<file path="config.mk">
export PLATFORM = sky130hd
export DESIGN_NAME = adc_seq
export DESIGN_NICKNAME = d
export VERILOG_FILES = /design/src/rtl/adc_seq_pkg.sv /design/src/rtl/adc_seq_half_timer.sv /design/src/rtl/adc_seq_ctrl.sv /design/src/rtl/adc_seq_cmd_shifter.sv /design/src/rtl/adc_seq_capture.sv /design/src/rtl/adc_seq.sv
export SDC_FILE = /design/constraint.sdc
export NUM_CORES = 1
export LEC_CHECK = 0
export ABC_CLOCK_PERIOD_IN_PS = 5550
export CORE_MARGIN = 4
export CORE_UTILIZATION = 45
export DETAILED_ROUTE_END_ITERATION = 8
export DONT_BUFFER_PORTS = 1
export HOLD_SLACK_MARGIN = 0.15
export RECOVER_POWER = 100
export SYNTH_ARGS = -nofsm -noshare
export SYNTH_HDL_FRONTEND = slang
export SYNTH_SLANG_ARGS = --single-unit
export TNS_END_PERCENT = 20
</file>
<file path="constraint.sdc">
create_clock -name clk_i -period 5.55 [get_ports clk_i]
set_clock_uncertainty 0.1 [all_clocks]
set_input_delay 0.555 -clock clk_i [delete_from_list [all_inputs] [get_ports clk_i]]
set_output_delay 0.555 -clock clk_i [all_outputs]
set_load 0.01 [all_outputs]
</file>
<file path="src/rtl/adc_seq_pkg.sv">
package adc_seq_pkg;
  typedef enum logic [2:0] {
    PH_IDLE,
    PH_CMD,
    PH_NULL,
    PH_CAP,
    PH_TAIL,
    PH_REL,
    PH_DONE
  } phase_e;
endpackage

</file>
<file path="src/rtl/adc_seq_half_timer.sv">
module adc_seq_half_timer #(
  parameter int HALF_DIV = 2
) (
  input  logic clk_i,
  input  logic rst_ni,
  input  logic run_i,
  output logic tick_o
);
  localparam int CW = (HALF_DIV > 1) ? $clog2(HALF_DIV) : 1;
  localparam logic [CW-1:0] LAST = CW'(HALF_DIV - 1);

  logic [CW-1:0] cnt_q;

  assign tick_o = run_i && (cnt_q == LAST);

  always_ff @(posedge clk_i or negedge rst_ni) begin
    if (!rst_ni)      cnt_q <= '0;
    else if (!run_i)  cnt_q <= '0;
    else if (tick_o)  cnt_q <= '0;
    else              cnt_q <= cnt_q + CW'(1);
  end

  generate
    if (HALF_DIV > 1) begin : g_gap
      // half phase longer than one cycle: ticks never back to back
      assert_half_period_R4: assert property (@(posedge clk_i) disable iff (!rst_ni)
        tick_o |=> !tick_o);
    end
  endgenerate
endmodule

</file>
<file path="src/rtl/adc_seq_ctrl.sv">
module adc_seq_ctrl
  import adc_seq_pkg::*;
#(
  parameter int CMD_MAX_W = 8,
  parameter int RES_W     = 10,
  parameter int NULL_CLKS = 2,
  parameter int TAIL_CLKS = 9,
  parameter int LEN_W     = $clog2(CMD_MAX_W + 1)
) (
  input  logic             clk_i,
  input  logic             rst_ni,
  input  logic             start_i,
  input  logic [LEN_W-1:0] len_i,
  input  logic             tick_i,
  output phase_e           phase_o,
  output logic             run_o,
  output logic             sclk_o,
  output logic             cs_no,
  output logic             valid_o,
  output logic             load_o,
  output logic             shift_o,
  output logic             sample_o
);
  localparam int MAX_AB = (CMD_MAX_W > RES_W) ? CMD_MAX_W : RES_W;
  localparam int MAX_CD = (NULL_CLKS > TAIL_CLKS) ? NULL_CLKS : TAIL_CLKS;
  localparam int MAXC   = (MAX_AB > MAX_CD) ? MAX_AB : MAX_CD;
  localparam int BW     = $clog2(MAXC + 1);

  phase_e           phase_q;
  logic [BW-1:0]    bit_cnt_q;
  logic [BW-1:0]    limit;
  logic [LEN_W-1:0] len_q;
  logic             sclk_q;
  logic             last_bit;
  phase_e           next_phase;

  always_comb begin
    unique case (phase_q)
      PH_CMD:  begin limit = BW'(len_q);     next_phase = PH_NULL; end
      PH_NULL: begin limit = BW'(NULL_CLKS); next_phase = PH_CAP;  end
      PH_CAP:  begin limit = BW'(RES_W);     next_phase = PH_TAIL; end
      PH_TAIL: begin limit = BW'(TAIL_CLKS); next_phase = PH_REL;  end
      default: begin limit = BW'(1);         next_phase = PH_IDLE; end
    endcase
  end

  assign last_bit = (bit_cnt_q == limit - BW'(1));
  assign run_o    = (phase_q == PH_CMD) || (phase_q == PH_NULL) ||
                    (phase_q == PH_CAP) || (phase_q == PH_TAIL);
  assign load_o   = (phase_q == PH_IDLE) && start_i;
  assign shift_o  = (phase_q == PH_CMD) && tick_i && sclk_q;
  assign sample_o = (phase_q == PH_CAP) && tick_i && !sclk_q;
  assign cs_no    = !run_o;
  assign valid_o  = (phase_q == PH_DONE);
  assign sclk_o   = sclk_q;
  assign phase_o  = phase_q;

  always_ff @(posedge clk_i or negedge rst_ni) begin
    if (!rst_ni) begin
      phase_q   <= PH_IDLE;
      bit_cnt_q <= '0;
      len_q     <= '0;
      sclk_q    <= 1'b0;
    end else begin
      unique case (phase_q)
        PH_IDLE: if (start_i) begin
          phase_q   <= PH_CMD;
          len_q     <= len_i;
          bit_cnt_q <= '0;
          sclk_q    <= 1'b0;
        end
        PH_REL:  phase_q <= PH_DONE;
        PH_DONE: phase_q <= PH_IDLE;
        default: if (tick_i) begin
          if (!sclk_q) begin
            sclk_q <= 1'b1;
          end else begin
            sclk_q <= 1'b0;
            if (last_bit) begin
              bit_cnt_q <= '0;
              phase_q   <= next_phase;
            end else begin
              bit_cnt_q <= bit_cnt_q + BW'(1);
            end
          end
        end
      endcase
    end
  end

  assert_sclk_framed_R2: assert property (@(posedge clk_i) disable iff (!rst_ni)
    sclk_q |-> !cs_no);
  assert_valid_single_R7: assert property (@(posedge clk_i) disable iff (!rst_ni)
    valid_o |=> !valid_o);
  assert_valid_after_release_R7: assert property (@(posedge clk_i) disable iff (!rst_ni)
    valid_o |-> (cs_no && $past(cs_no)));
  assert_busy_keeps_len_R8: assert property (@(posedge clk_i) disable iff (!rst_ni)
    (run_o && start_i) |=> $stable(len_q));
endmodule

</file>
<file path="src/rtl/adc_seq_cmd_shifter.sv">
module adc_seq_cmd_shifter #(
  parameter int CMD_MAX_W = 8,
  parameter int LEN_W     = $clog2(CMD_MAX_W + 1)
) (
  input  logic                 clk_i,
  input  logic                 rst_ni,
  input  logic                 load_i,
  input  logic                 shift_i,
  input  logic                 active_i,
  input  logic [CMD_MAX_W-1:0] cmd_i,
  input  logic [LEN_W-1:0]     len_i,
  output logic                 sdo_o
);
  localparam logic [LEN_W-1:0] FULL = LEN_W'(CMD_MAX_W);

  logic [CMD_MAX_W-1:0] sr_q;

  always_ff @(posedge clk_i or negedge rst_ni) begin
    if (!rst_ni)      sr_q <= '0;
    else if (load_i)  sr_q <= cmd_i << (FULL - len_i);  // left-align first bit
    else if (shift_i) sr_q <= {sr_q[CMD_MAX_W-2:0], 1'b0};
  end

  assign sdo_o = active_i && sr_q[CMD_MAX_W-1];
endmodule

</file>
<file path="src/rtl/adc_seq_capture.sv">
module adc_seq_capture #(
  parameter int RES_W = 10
) (
  input  logic             clk_i,
  input  logic             rst_ni,
  input  logic             sample_i,
  input  logic             commit_i,
  input  logic             sdi_i,
  output logic [RES_W-1:0] result_o
);
  logic [RES_W-1:0] cap_q;
  logic [RES_W-1:0] res_q;

  always_ff @(posedge clk_i or negedge rst_ni) begin
    if (!rst_ni) begin
      cap_q <= '0;
      res_q <= '0;
    end else begin
      if (sample_i) cap_q <= {cap_q[RES_W-2:0], sdi_i};
      if (commit_i) res_q <= cap_q;
    end
  end

  assign result_o = res_q;

  assert_result_held_R7: assert property (@(posedge clk_i) disable iff (!rst_ni)
    sample_i |=> $stable(res_q));
endmodule

</file>
<file path="src/rtl/adc_seq.sv">
module adc_seq
  import adc_seq_pkg::*;
#(
  parameter int CMD_MAX_W = 8,
  parameter int RES_W     = 10,
  parameter int NULL_CLKS = 2,
  parameter int TAIL_CLKS = 9,
  parameter int HALF_DIV  = 2,
  parameter int LEN_W     = $clog2(CMD_MAX_W + 1)
) (
  input  logic                 clk_i,
  input  logic                 rst_ni,
  input  logic                 start_i,
  input  logic [CMD_MAX_W-1:0] cmd_i,
  input  logic [LEN_W-1:0]     cmd_len_i,
  input  logic                 sdi_i,
  output logic                 cs_no,
  output logic                 sclk_o,
  output logic                 sdo_o,
  output logic [RES_W-1:0]     result_o,
  output logic                 valid_o
);
  phase_e phase;
  logic   run, tick, load, shift, sample;

  adc_seq_half_timer #(.HALF_DIV(HALF_DIV)) u_timer (
    .clk_i  (clk_i),
    .rst_ni (rst_ni),
    .run_i  (run),
    .tick_o (tick)
  );

  adc_seq_ctrl #(
    .CMD_MAX_W (CMD_MAX_W),
    .RES_W     (RES_W),
    .NULL_CLKS (NULL_CLKS),
    .TAIL_CLKS (TAIL_CLKS),
    .LEN_W     (LEN_W)
  ) u_ctrl (
    .clk_i    (clk_i),
    .rst_ni   (rst_ni),
    .start_i  (start_i),
    .len_i    (cmd_len_i),
    .tick_i   (tick),
    .phase_o  (phase),
    .run_o    (run),
    .sclk_o   (sclk_o),
    .cs_no    (cs_no),
    .valid_o  (valid_o),
    .load_o   (load),
    .shift_o  (shift),
    .sample_o (sample)
  );

  adc_seq_cmd_shifter #(.CMD_MAX_W(CMD_MAX_W), .LEN_W(LEN_W)) u_cmd (
    .clk_i    (clk_i),
    .rst_ni   (rst_ni),
    .load_i   (load),
    .shift_i  (shift),
    .active_i (phase == PH_CMD),
    .cmd_i    (cmd_i),
    .len_i    (cmd_len_i),
    .sdo_o    (sdo_o)
  );

  adc_seq_capture #(.RES_W(RES_W)) u_cap (
    .clk_i    (clk_i),
    .rst_ni   (rst_ni),
    .sample_i (sample),
    .commit_i (phase == PH_REL),
    .sdi_i    (sdi_i),
    .result_o (result_o)
  );

  assert_sdo_framed_R9: assert property (@(posedge clk_i) disable iff (!rst_ni)
    sdo_o |-> !cs_no);
  assert_cs_release_low_R2: assert property (@(posedge clk_i) disable iff (!rst_ni)
    $rose(cs_no) |-> !sclk_o);
  assert_sdo_steady_high_R3: assert property (@(posedge clk_i) disable iff (!rst_ni)
    sclk_o |=> (!sclk_o || $stable(sdo_o)));
endmodule

</file>
# Yosys cells after proc, flatten, opt, wreduce, memory -nomap -nowiden
# Index checks and enable logic that the tools add are counted.
[op_classes] add_sub_neg=4 n_eq_ne=8 shifts=1 mux=20 bitwise_logic=1 n_reduce_logical=24
[op_table] op="4-bit 2-to-1 mux" count=4
[op_table] op="8-bit 2-to-1 mux" count=2
[op_table] op="4-bit case mux with 4 select lines" count=1
[op_table] op="3-bit 2-to-1 mux" count=4
[op_table] op="3-bit case mux with 4 select lines" count=1
[op_table] op="4-bit nonzero test" count=3
[op_table] op="3-bit == test (second input constant)" count=3
[op_table] op="3-bit case mux with 3 select lines" count=1
[op_table] op="4-bit case mux with 2 select lines" count=1
[op_table] op="4-bit AND reduction" count=2
[op_table] op="8-bit by 4-bit left shift with 8-bit output" count=1
[op_table] op="1-bit logical AND" count=7
[op_table] op="3-bit by 2-bit == test with 1-bit output (second input constant)" count=2
[op_table] op="2-bit nonzero test" count=3
[op_table] op="1-bit 2-to-1 mux" count=5
[op_table] op="4-bit by 1-bit adder with 4-bit output (second input constant)" count=1
[op_table] op="4-bit == test" count=1
[op_table] op="4-bit by 1-bit subtractor with 4-bit output (second input constant)" count=1
[op_table] op="4-bit subtractor (first input constant)" count=1
[op_table] op="3-bit by 1-bit == test with 1-bit output (second input constant)" count=1
[op_table] op="3-bit logical NOT" count=1
[op_table] op="1-bit logical OR" count=3
[op_table] op="3-bit AND reduction" count=1
[op_table] op="1-bit logical NOT" count=2
[op_table] op="6 further kinds" count=6
[totals] regBits=41 output_inout_bits=14 elab_cells=66

# Depth between registers and ports, before layout
[logic_depth] word_depth=9 ltp_mapped=11 depth_no_buf=9

# By module
# A second synthesis with hierarchy kept.
[hier_totals] hier_cells=212 hier_area_um2=2387.3
[by_module_without_submodules] module="adc_seq_capture" instances=1 cells_each=42 area_each_um2=823.3
[by_module_without_submodules] module="adc_seq_ctrl" instances=1 cells_each=79 area_each_um2=777.0
[by_module_without_submodules] module="adc_seq_cmd_shifter" instances=1 cells_each=86 area_each_um2=724.4
[by_module_without_submodules] module="adc_seq_half_timer" instances=1 cells_each=3 area_each_um2=41.3
[by_module_without_submodules] module="adc_seq" instances=1 cells_each=2 area_each_um2=21.3

# Worst setup path after synthesis
# No wires, ideal clock.
[synth_path] path_type="in2reg" startpoint="input cmd_len_i[0]" endpoint="register u_cmd.sr_q[4]" arrival_ns=2.217 setup_slack_ns=3.097 cell_stages=8 n_path_buf=1 path_cell_list="buf_2 > inv_1 > ha_1 > xor2_1 > mux2_2 > a22oi_1 > a2bb2oi_1 > o21ai_0"
[synth_between] elab_chain_len=3
[synth_lines] element="start, declared" line_no="adc_seq.sv:15" text="input logic [LEN_W-1:0] cmd_len_i,"
[synth_lines] element="4-bit subtractor" line_no="adc_seq_cmd_shifter.sv:20" text="else if (load_i) sr_q <= cmd_i << (FULL - len_i);"
[synth_lines] element="8-bit by 4-bit left shift with 8-bit output" line_no="adc_seq_cmd_shifter.sv:20"
[synth_lines] element="8-bit 2-to-1 mux" line_no="adc_seq_cmd_shifter.sv:20"
[synth_lines] element="end signal, assigned" line_no="adc_seq_cmd_shifter.sv:20"
[synth_lines] element="end signal, assigned" line_no="adc_seq_cmd_shifter.sv:21" text="else if (shift_i) sr_q <= {sr_q[CMD_MAX_W-2:0], 1'b0};"
[synth_lines] element="end, declared" line_no="adc_seq_cmd_shifter.sv:16" text="logic [CMD_MAX_W-1:0] sr_q;"
# No other way between the ends.
# A chain may end at the register's enable or synchronous reset.

==> impl_summary.log <==
INFO  metric cp_slowest_stage_delay = between 1.5 and 2 ns
INFO  metric yosys.area_share.adder = 0.0167
INFO  metric maximum_number_of_pins_on_one_net_before_global_route_repair = 42
INFO  metric worst_path_dominant_cell_family = buffers and inverters
INFO  metric track_usage = 0.147
INFO  metric finalHoldViolations = 0
INFO  metric grt_first_pass_wirelength = between 7000 and 8000 um
INFO  metric final_antenna_net_count = 0
INFO  metric die-area = ~6200 um^2
INFO  metric netlist.area_leader.share = 0.458
INFO  metric postPlaceCellArea = around 2300 um^2
INFO  metric cp.arrival = about 2.7 ns
INFO  metric area_delta_synth_final = 7.09%
INFO  metric layout-drive-gt1-share = 0.170
INFO  metric finalWeightedCongestion = 0.730
INFO  metric synth_mux_area_frac = 0.190
INFO  metric netlist_area_pre_place = 2240 um^2
INFO  metric critical_path.n_buffers_inverters = 2
INFO  metric most_common_library_cell_in_the_layout_ignoring_fill_and_taps = sky130_fd_sc_hd__dfrtp_1
INFO  metric period_minus_slack = roughly 2.8 ns
INFO  metric antenna_cells_inserted = 0
INFO  metric slew_viol_final = between 40 and 50
INFO  metric layout.filler_cells = about 430
INFO  metric clockPowerShare = 0.235
INFO  metric num_vias = between 1500 and 2000
INFO  metric power.density = about 500 nW/um^2
INFO  metric synthFlopType = sky130_fd_sc_hd__dfrtp_1
INFO  metric synth-simple-area-share = 0.155
INFO  metric cp-start-kind = input port
INFO  metric final_cycle_share = 0.505
INFO  metric cts_max_level = 2
INFO  metric insertion_delay = just under 0.3 ns
INFO  metric ctsRootBufferMaster = sky130_fd_sc_hd__clkbuf_8
INFO  metric post_synth_main_area_contributors = sky130_fd_sc_hd__dfrtp_1 46%, sky130_fd_sc_hd__mux2_2 12%, sky130_fd_sc_hd__mux2i_1 4.9%, sky130_fd_sc_hd__nand2_1 3.5%, sky130_fd_sc_hd__o21ai_0 2.9%
INFO  metric avgRoutedWirePerCell = about 16 um
INFO  metric synth_cell_type_count = 48
INFO  metric postSynth.asyncResetShare = 1.00
INFO  metric worst_setup_hold_path_clk_slew = 0.08 ns
INFO  metric clock-sinks = 41
INFO  metric power.sequential.fraction = 0.387
INFO  metric layout.cells.most_common_list = 41 x sky130_fd_sc_hd__dfrtp_1, 24 x sky130_fd_sc_hd__mux2_2, 21 x sky130_fd_sc_hd__nand2_1
INFO  metric first_global_vias = 1487
INFO  metric final_cell_area = 2400 um^2
INFO  metric synth_top_family_by_area = multiplexers
INFO  metric pre_repair_dr_iteration_count = 4
INFO  metric synth.ff_latch_count = 41
INFO  metric postRouteWirelength = between 4000 and 5000 um
INFO  metric critical_path_sink_type = async pin
INFO  metric fp-row-count = 25
INFO  metric criticalPathCategory = input port to async pin
INFO  metric compound_gate_portion_of_the_synthesized_area = 0.129
INFO  metric yosysWarningCount = 0
INFO  metric cts_max_path_buffers = 2
INFO  metric rsz0062_at_grt = false
INFO  metric drtIter0Drc = 109
INFO  metric die_h = 78.6 um
INFO  metric tritoncts.num_buffers = 5
INFO  metric maxClockFrequency = 357 MHz
INFO  metric drc = 0
INFO  metric core-area = 4790 um^2
INFO  metric failed_checks = max-capacitance violations, max-slew violations
INFO  metric crit_slowest_cell = sky130_fd_sc_hd__clkbuf_1
INFO  metric netlist.top_cell.by_area = sky130_fd_sc_hd__dfrtp_1
INFO  metric io_buffers = 0
INFO  metric p_int = around 0.75 mW
INFO  metric setup-tns-final = 0 ns
INFO  metric cts_tree = yes
INFO  metric p_sw_frac = 0.385
INFO  metric timing.hold.worst.class = input port to register
INFO  metric synth.avg_cell_area = between 10 and 15 um^2
INFO  metric io-pin-count = 30
INFO  metric routed_via_density = 5.71
INFO  metric vdd_ir_drop_max = 0.238 mV
INFO  metric hpwl = around 3100 um
INFO  metric synthesized_area_fraction_occupied_by_xor_and_xnor_cells = 0.0156
INFO  metric antenna_found_initial = 0
INFO  metric timing.slew.headroom = -0.456
INFO  metric pwr-share-comb = 0.378
INFO  metric nets = roughly 220
INFO  metric number_of_max_cap_violations = 1
INFO  metric power.net_switching = around 0.47 mW
INFO  metric run_status = finished with violations
INFO  metric critical_path_required = 5.41 ns
INFO  metric total_leakage_power = between 1 and 1.5 nW
INFO  metric synth_sequential_area_ratio = 0.458
INFO  metric initial_utilization = 0.468
INFO  metric critPathMaxFanout = between 40 and 50
INFO  metric postSynthCellCount = 206
INFO  metric syn-num-nets = roughly 230
INFO  metric worstPathCellList = dlygate4sd3_1 > clkbuf_1
INFO  metric fp.dieW = slightly below 80 um
INFO  metric synth_enable_flop_cells = 0
INFO  metric grt.overflow.total = 0
INFO  metric setup_viol_count_final = 0
INFO  metric tightestPinTransition = approximately 2.2 ns
==> worst register-to-register path: cells and delay by family, from the launching register on <==
| kind | cells | cell delay, ns |
|---|---|---|
| AND/OR/NAND/NOR | 3 | 1.74 |
| flip-flops | 1 | 0.57 |
| AO/OA/AOI/OAI | 2 | 0.28 |
==> repair_timing <==
action / CTS / global route
gates resized for setup: 0 / 0
hold buffers: 2 / 0
endpoints found under the hold margin: 41 / 0
buffers inserted: 0 / 0
==> state kept, by name, summed over array words and instances (netlist names) <==
signal            flops
u_ctrl.sclk_o         1
u_timer.cnt_q         1
u_ctrl.phase_o        3
u_ctrl.len_q          4
u_cap.cap_q          10
u_cmd.sr_q            8
u_cap.result_o       10
u_ctrl.bit_cnt_q      4
==> path summary, 6_finish.rpt <==
| check | end | slack [ns] | startpoint | cells past startpoint |
|---|---|---|---|---|
| worst max register to register | u_cmd.sr_q[2] | 2.79 | u_ctrl.phase_o[0] | 5 |
| worst min-delay path | u_cap.cap_q[0] | 0.30 | sdi_i | 1 |
| max in group clk_i | u_cmd.sr_q[2] | 2.79 | u_ctrl.phase_o[0] | 5 |
| min in group asynchronous | u_ctrl.bit_cnt_q[3] | 1.35 | rst_ni | 2 |
| worst min register to register | u_timer.cnt_q | 0.37 | u_timer.cnt_q | 1 |
| worst max-delay path | u_cap.cap_q[2] | 2.75 | rst_ni | 2 |
==> power groups by stage <==
stage,clock (mW),sequential (mW),combinational [mW]
after floorplan,0,0.431,0.430
after global placement,0,0.472,0.445
after detailed placement,0,0.479,0.463
after CTS,0.294,0.472,0.475
after global routing,0.308,0.487,0.528
final,0.286,0.472,0.460
==> logic make-up after synthesis <==
logic type,after synthesis
and+or+nand+nor,62
xor gates and xnor gates,4
adders and majority gates,3
DFF,41
muxes,37
AOI/OAI and AO/OA,43
buffers and inverters,16
==> through the flow <==
step | power (mW) | utilization | worst slack, ns | std cells | hold WS, ns
detailed placement | 0.942 | 0.474 | 2.91 | 263 | 0.161
global route | 1.32 | 0.502 | 2.29 | 273 | 0.284
global placement | 0.916 | 0.474 | 3.09 | 263 | 0.161
CTS | 1.24 | 0.509 | 2.88 | 273 | 0.292
finish | 1.22 | 0.502 | 2.75 | 273 | 0.304
floorplan | 0.861 | - | 3.10 | 206 | 0.159
==> cell usage after synthesis, types with 2 or more instances <==
library cell                instances
sky130_fd_sc_hd__clkbuf_1           4
sky130_fd_sc_hd__ha_1               3
sky130_fd_sc_hd__buf_6              2
sky130_fd_sc_hd__o21ai_0           13
sky130_fd_sc_hd__a2bb2oi_1          3
sky130_fd_sc_hd__nor3_1             5
sky130_fd_sc_hd__o21ai_1            3
sky130_fd_sc_hd__nor3b_1            5
sky130_fd_sc_hd__nand3b_1           2
sky130_fd_sc_hd__o31a_1             2
sky130_fd_sc_hd__nor4_1             3
sky130_fd_sc_hd__xor2_1             3
sky130_fd_sc_hd__dfrtp_1           41
sky130_fd_sc_hd__nand3_1            7
sky130_fd_sc_hd__nor2_1             6
sky130_fd_sc_hd__mux2_2            24
sky130_fd_sc_hd__inv_1              4
sky130_fd_sc_hd__a22oi_1            4
sky130_fd_sc_hd__o211ai_1           2
sky130_fd_sc_hd__a21oi_1            5
sky130_fd_sc_hd__buf_2              3
sky130_fd_sc_hd__mux2i_1           11
sky130_fd_sc_hd__nand2_1           21
sky130_fd_sc_hd__or3_1              3
sky130_fd_sc_hd__mux4_2             2
sky130_fd_sc_hd__o31ai_1            3
==> layout make-up <==
class | count | area [um^2] | area share
clock buffers | 5 | 68.8 | 0.0287
clock inverters | 3 | 68.8 | 0.0287
inverters | 5 | 18.8 | 0.00782
multi-input cells | 149 | 1120 | 0.465
flip-flops and latches | 41 | 1030 | 0.427
well taps | 67 | 83.8 | 0.0349
repair buffers | 3 | 17.5 | 0.00730
==> metal layers <==
layer	vias to the layer above	routed length, um	track usage
met3	10	231	0.0482
met4	0	88	0.0577
li1	759	-	-
met5	-	0	0
met2	36	2070	0.231
met1	754	1860	0.186
(Power assumes the default switching activity.)
